[src/rtl/bwm_pkg.sv]
package bwm_pkg;

  // bits needed to hold any value from 0 to n inclusive
  function automatic int cnt_width(int n);
    return (n < 1) ? 1 : $clog2(n + 1);
  endfunction

endpackage

[src/rtl/bwm_row_pop.sv]
// Combinational count of the set bits of one window row.
module bwm_row_pop #(
  parameter int COLS = 7,
  localparam int CW = bwm_pkg::cnt_width(COLS)
) (
  input  logic [COLS-1:0] bits,
  output logic [CW-1:0]   ones
);

  always_comb begin
    ones = '0;
    for (int i = 0; i < COLS; i++) begin
      ones = ones + CW'(bits[i]);
    end
  end

endmodule

[src/rtl/bwm_gate.sv]
// Start-up gate: counts accepted beats since reset or frame start and
// qualifies a beat only once SKIP beats have gone before it.
module bwm_gate #(
  parameter int SKIP = 48,
  localparam int GW = bwm_pkg::cnt_width(SKIP)
) (
  input  logic clk,
  input  logic rst,
  input  logic frame_open,
  input  logic accept,
  output logic qual
);

  localparam logic [GW-1:0] SKIP_V = GW'(SKIP);

  logic [GW-1:0] seen_q;

  // the beat on a frame-start edge is beat zero of the new frame
  always_comb begin
    if (frame_open) qual = (SKIP == 0);
    else            qual = (seen_q >= SKIP_V);
  end

  always_ff @(posedge clk) begin
    if (rst) begin
      seen_q <= '0;
    end else if (frame_open) begin
      seen_q <= GW'(accept);
    end else if (accept && (seen_q < SKIP_V)) begin
      seen_q <= seen_q + 1'b1;
    end
  end

  AST_GATE_SATURATES: assert property (@(posedge clk) disable iff (rst)
    seen_q <= SKIP_V);

  AST_FRAME_RESTART: assert property (@(posedge clk) disable iff (rst)
    frame_open |=> (seen_q <= GW'(1)));

  AST_IDLE_NO_COUNT: assert property (@(posedge clk) disable iff (rst)
    (!accept && !frame_open) |=> $stable(seen_q));

endmodule

[src/rtl/bwm_tree.sv]
// Two-stage adder tree: stage A holds per-row counts, stage B the total.
// Only beats that are accepted and qualified travel as "keep".
module bwm_tree #(
  parameter int ROWS = 7,
  parameter int COLS = 7,
  localparam int NBITS = ROWS * COLS,
  localparam int RW = bwm_pkg::cnt_width(COLS),
  localparam int SW = bwm_pkg::cnt_width(NBITS)
) (
  input  logic             clk,
  input  logic             rst,
  input  logic             adv,
  input  logic             in_keep,
  input  logic [NBITS-1:0] in_bits,
  output logic             sum_keep,
  output logic [SW-1:0]    sum_val
);

  logic [RW-1:0] row_ones [ROWS];
  logic [RW-1:0] a_row    [ROWS];
  logic          a_keep;
  logic [SW-1:0] a_total;

  for (genvar r = 0; r < ROWS; r++) begin : g_row
    bwm_row_pop #(.COLS(COLS)) u_pop (
      .bits (in_bits[r*COLS +: COLS]),
      .ones (row_ones[r])
    );

    always_ff @(posedge clk) begin
      if (rst)      a_row[r] <= '0;
      else if (adv) a_row[r] <= row_ones[r];
    end
  end

  always_comb begin
    a_total = '0;
    for (int r = 0; r < ROWS; r++) begin
      a_total = a_total + SW'(a_row[r]);
    end
  end

  always_ff @(posedge clk) begin
    if (rst) begin
      a_keep   <= 1'b0;
      sum_keep <= 1'b0;
      sum_val  <= '0;
    end else if (adv) begin
      a_keep   <= in_keep;
      sum_keep <= a_keep;
      sum_val  <= a_total;
    end
  end

  AST_SUM_RANGE: assert property (@(posedge clk) disable iff (rst)
    sum_val <= SW'(NBITS));

  AST_TREE_FREEZE: assert property (@(posedge clk) disable iff (rst)
    !adv |=> ($stable(sum_val) && $stable(sum_keep) && $stable(a_keep)));

endmodule

[src/rtl/bin_win_major.sv]
// Top: binary window majority filter with start-up gate and
// valid/ready handshakes on both data edges.
module bin_win_major #(
  parameter int ROWS   = 7,
  parameter int COLS   = 7,
  parameter int THRESH = 37,
  parameter int SKIP   = ROWS * COLS - 1,
  localparam int NBITS = ROWS * COLS,
  localparam int SW = bwm_pkg::cnt_width(NBITS)
) (
  input  logic             clk,
  input  logic             rst,
  input  logic             frame_open,
  input  logic             win_valid,
  output logic             win_ready,
  input  logic [NBITS-1:0] win_bits,
  output logic             res_valid,
  input  logic             res_ready,
  output logic             res_pix
);

  localparam logic [SW-1:0] THR_V = SW'(THRESH);

  logic          adv;
  logic          accept;
  logic          qual;
  logic          b_keep;
  logic [SW-1:0] b_sum;

  // the pipeline moves only when the output register can be refilled
  assign adv       = !res_valid || res_ready;
  assign win_ready = adv;
  assign accept    = win_valid && adv;

  bwm_gate #(.SKIP(SKIP)) u_gate (
    .clk        (clk),
    .rst        (rst),
    .frame_open (frame_open),
    .accept     (accept),
    .qual       (qual)
  );

  bwm_tree #(.ROWS(ROWS), .COLS(COLS)) u_tree (
    .clk      (clk),
    .rst      (rst),
    .adv      (adv),
    .in_keep  (accept && qual),
    .in_bits  (win_bits),
    .sum_keep (b_keep),
    .sum_val  (b_sum)
  );

  always_ff @(posedge clk) begin
    if (rst) begin
      res_valid <= 1'b0;
      res_pix   <= 1'b0;
    end else if (adv) begin
      res_valid <= b_keep;
      res_pix   <= b_keep && (b_sum > THR_V);
    end
  end

  AST_HOLD_STALL: assert property (@(posedge clk) disable iff (rst)
    (res_valid && !res_ready) |=> (res_valid && $stable(res_pix)));

  AST_PIX_QUIET: assert property (@(posedge clk) disable iff (rst)
    !res_valid |-> !res_pix);

  AST_STALL_BLOCKS_INPUT: assert property (@(posedge clk) disable iff (rst)
    (res_valid && !res_ready) |-> !u_gate.accept);

endmodule

[config.mk]
export PLATFORM = sky130hd
export DESIGN_NAME = bin_win_major
export DESIGN_NICKNAME = d
export VERILOG_FILES = /design/src/rtl/bwm_pkg.sv /design/src/rtl/bwm_row_pop.sv /design/src/rtl/bwm_gate.sv /design/src/rtl/bwm_tree.sv /design/src/rtl/bin_win_major.sv
export SDC_FILE = /design/constraint.sdc
export NUM_CORES = 1
export LEC_CHECK = 0
export ABC_CLOCK_PERIOD_IN_PS = 4700
export BUFFER_PORTS_ARGS = -buffer_cell sky130_fd_sc_hd__buf_2
export CORE_ASPECT_RATIO = 1.25
export CORE_MARGIN = 2
export CORE_UTILIZATION = 55
export DETAILED_ROUTE_END_ITERATION = 16
export GPL_TIMING_DRIVEN = 0
export PLACE_DENSITY = 0.81
export RECOVER_POWER = 25
export SYNTH_ARGS = -nofsm -noshare
export SYNTH_HDL_FRONTEND = slang
export SYNTH_SLANG_ARGS = --single-unit
[constraint.sdc]
create_clock -name clk -period 4.7 [get_ports clk]
set_input_delay 0.705 -clock clk [delete_from_list [all_inputs] [get_ports clk]]
set_output_delay 0.705 -clock clk [all_outputs]
set_load 0.01 [all_outputs]
==> summary.md <==
| Metric | Value |
|---|---|
| Post-cts sizing count | 0 |
| Fin cells | 363 |
| Slew at the pin closest to its max-slew limit | 928 ps |
| Starting Density | 0.561 |
| Die area | 5330 sq um |
| Yosys reg bits | 36 |
| Hpwl dp | 3.60 mm |
| Die height | 81.1 um |
| Share of the synthesized area in the top cell type | 0.314 |
| Area grow syn2layout | 15.8% |
| Routed len/inst | 11.9 um |
| Syn Area/Cell | 10.9 sq um |
| First-pass GRT wire length | 7.59 mm |
| Fin crit period | 3830 ps |
| Vias in the first global route | 1922 |
| Most used cell, CP | fa_1 |
| Clock slew at reported path FFs | 70 ps |
| Layout cell share with drive strength beyond 1 | 0.198 |
| Synth area leaders | fa_1 31%, edfxtp_1 24%, dfxtp_1 11% |
| Hold Path Class | flop to flop |
| Dpl ws | 860 ps |
| Post-synth top cells | 67 x inv_1, 41 x fa_1, 21 x edfxtp_1, 21 x nor2_1, 15 x dfxtp_1 |
| Initial antenna violation count | 0 |
| Clock Tree Buf Depth | 2 |
| MaxCap Viol Count | 0 |
| Final #Nets | 406 |
| CP startpoint kind | flop |
| Critical Path End Type | flop |
| I/O pin count | 57 |
| Critical setup path kind | flop to flop |
| CP required | 4920 ps |
| Top cell type by total area after synthesis | fa_1 |
| Fin crit share | 0.814 |
| Via count | 1802 |
| Dpl cells | 355 |
| Crit-path cells | ha_1 -> fa_1 -> xnor2_1 -> fa_1 -> fa_1 -> fa_1 -> inv_1 -> ha_1 -> inv_1 -> fa_1 -> xnor2_1 -> nand2_1 -> a21oi_1 |
| Initial DRC count | 116 |
| Slew Limit Headroom | 0.382 |
| Die W | 65.7 um |
| Setup ws final | 873 ps |
| Post-synthesis sequential area ratio | 0.356 |
| Pre-Repair DR Iteration Count | 6 |
| Grt total ovfl | 0 |
| Worst Skew | 3.62 ps |
| Core area | 4660 sq um |
| Pin count of the biggest net entering global routing | 22 |
| RSZ-0062 raised after global routing | no |
| Max Slew Vio Count | 0 |
| Post-CTS Hold Buffers | 0 |
| Hold Fails Final Rpt | 0 |
| Slowest-stage cell, CP | fa_1 |
| Status | finished, final reports clean |
| Main synth FF type | edfxtp_1 |
| ANT nets after route | 0 |
| Fillers | 379 |
| CTS tree | yes |
| Post-route setup TNS | 0 ps |
| GPL Wtd Cong | 0.877 |
| CP Max Fanout | 2 |
| Worst endpoint data arrival time | 4050 ps |
| Syn nets | 345 |
| Asr flop ratio synth | 0 |
| Cell Pwr Density | 384 nW/um^2 |
| Pleak | 0.00151 uW |
| Postcts setup bufs | 0 |
| Root Buffer | clkbuf_8 |
| Count of input and output buffers | 54 |
| GR Util All Layers | 0.187 |
| Post-Syn Area | 2620 sq um |
| Ys Warns | 0 |
| Worst-Skew Late Latency | 280 ps |
| Max VDD drop | 222 uV |
| Num CTS Buffers | 5 |
| Total power | 1160 uW |
| Clock sink total | 36 |
| Synth unique cells | 35 |
| Final setup viols | 0 |
| Mean number of vias per cell | 4.96 |
| Max stage delay on crit path | 520 ps |
| EDFF count, synth | 21 |
| Routed wire length | 4.31 mm |
| DR DRC count | 0 |
| Hold slack | 456 ps |
| Most frequent cell after synthesis | inv_1 |
| N_diodes | 0 |
| Max H-tree Level | 2 |
| Synth Instances | 241 |
| Std-Cell Rows | 28 |
| Max frequency | 261 MHz |
state kept, by name, summed over array words and instances (netlist names):
name,count
res_pix,1
res_valid,1
u_gate.seen_q,6
u_tree.a_keep,1
u_tree.a_row,21
u_tree.sum_keep,1
u_tree.sum_val,5
cell families after synthesis:
logic type,after synthesis,share of synthesized area
buf+inv,75,0.112
simple gates,54,0.104
fa+ha+maj,50,0.357
flops,36,0.356
compound gates,23,0.0612
xor+xnor,2,0.00670
mux,1,0.00383
cell usage in the layout (no fill, tap or decap), types with 2 or more instances in the layout:
| cell type | count |
|---|---|
| nand2b_1 | 2 |
| nor3_1 | 2 |
| xnor2_1 | 2 |
| nor2_1 | 21 |
| edfxtp_1 | 21 |
| fa_1 | 41 |
| and2_1 | 8 |
| a21oi_1 | 7 |
| clkbuf_1 | 9 |
| clkinv_2 | 2 |
| dfxtp_1 | 15 |
| o31ai_1 | 2 |
| a21o_1 | 3 |
| nand2_1 | 10 |
| buf_2 | 52 |
| a211oi_1 | 3 |
| a21boi_0 | 2 |
| ha_1 | 9 |
| clkbuf_8 | 5 |
| nand4_1 | 5 |
| inv_1 | 68 |
stage by stage:
stage                     utilization  instance area [sq um]
after detailed placement        0.636                   2960
after CTS                       0.653                   3040
after global routing            0.650                   3030
after global placement          0.636                   2960
final                           0.650                   3030
after floorplan                     -                   2620
area by class of cell:
cell class / instances / area [sq um] / share of cell area
multi-input combinational: 130 / 1390 / 0.460
inverter: 68 / 255 / 0.0842
tap: 60 / 75.1 / 0.0248
buffer: 7 / 28.8 / 0.00950
clock inverter: 3 / 13.8 / 0.00454
timing repair buffer: 54 / 265 / 0.0875
clock buffer: 5 / 68.8 / 0.0227
sequential: 36 / 931 / 0.307
worst paths after layout:
| kind | start | endpoint | slack (ps) | cells after the start |
|---|---|---|---|---|
| worst min-delay path | u_tree.sum_val[2]$_SDFFE_PP0N_ | u_tree.sum_val[2]$_SDFFE_PP0N_ | 460 | 2 |
| worst min register to register | u_tree.sum_val[2]$_SDFFE_PP0N_ | u_tree.sum_val[2]$_SDFFE_PP0N_ | 460 | 2 |
| worst max-delay path | u_tree.a_row[1][0]$_SDFFCE_PN0P_ | u_tree.sum_val[4]$_SDFFE_PP0N_ | 870 | 13 |
| worst max register to register | u_tree.a_row[1][0]$_SDFFCE_PN0P_ | u_tree.sum_val[4]$_SDFFE_PP0N_ | 870 | 13 |
power breakdown:
part / total, uW / switching (uW) / internal (uW)
registers: 417 / 22.8 / 394
logic: 540 / 281 / 259
clock network: 206 / 106 / 100
routing by layer:
metal | part of all wire | wire length, um | GRT usage
met1 | 0.37 | 1580 | 0.201
met2 | 0.58 | 2500 | 0.367
met3 | 0.039 | 169 | 0.0291
met4 | 0.016 | 68 | 0.0625
met5 | 0 | 0 | 0
critical path, delay by kind of cell, from the launching register on:
family	cells	cell delay (ps)
flip-flops	1	370
buffers and inverters	2	120
XOR/XNOR	2	400
adder cells (fa/ha/maj)	7	2670
AND/OR/NAND/NOR	1	70
AO/OA/AOI/OAI	1	140
Note: power is estimated with default switching activity, not from simulation.
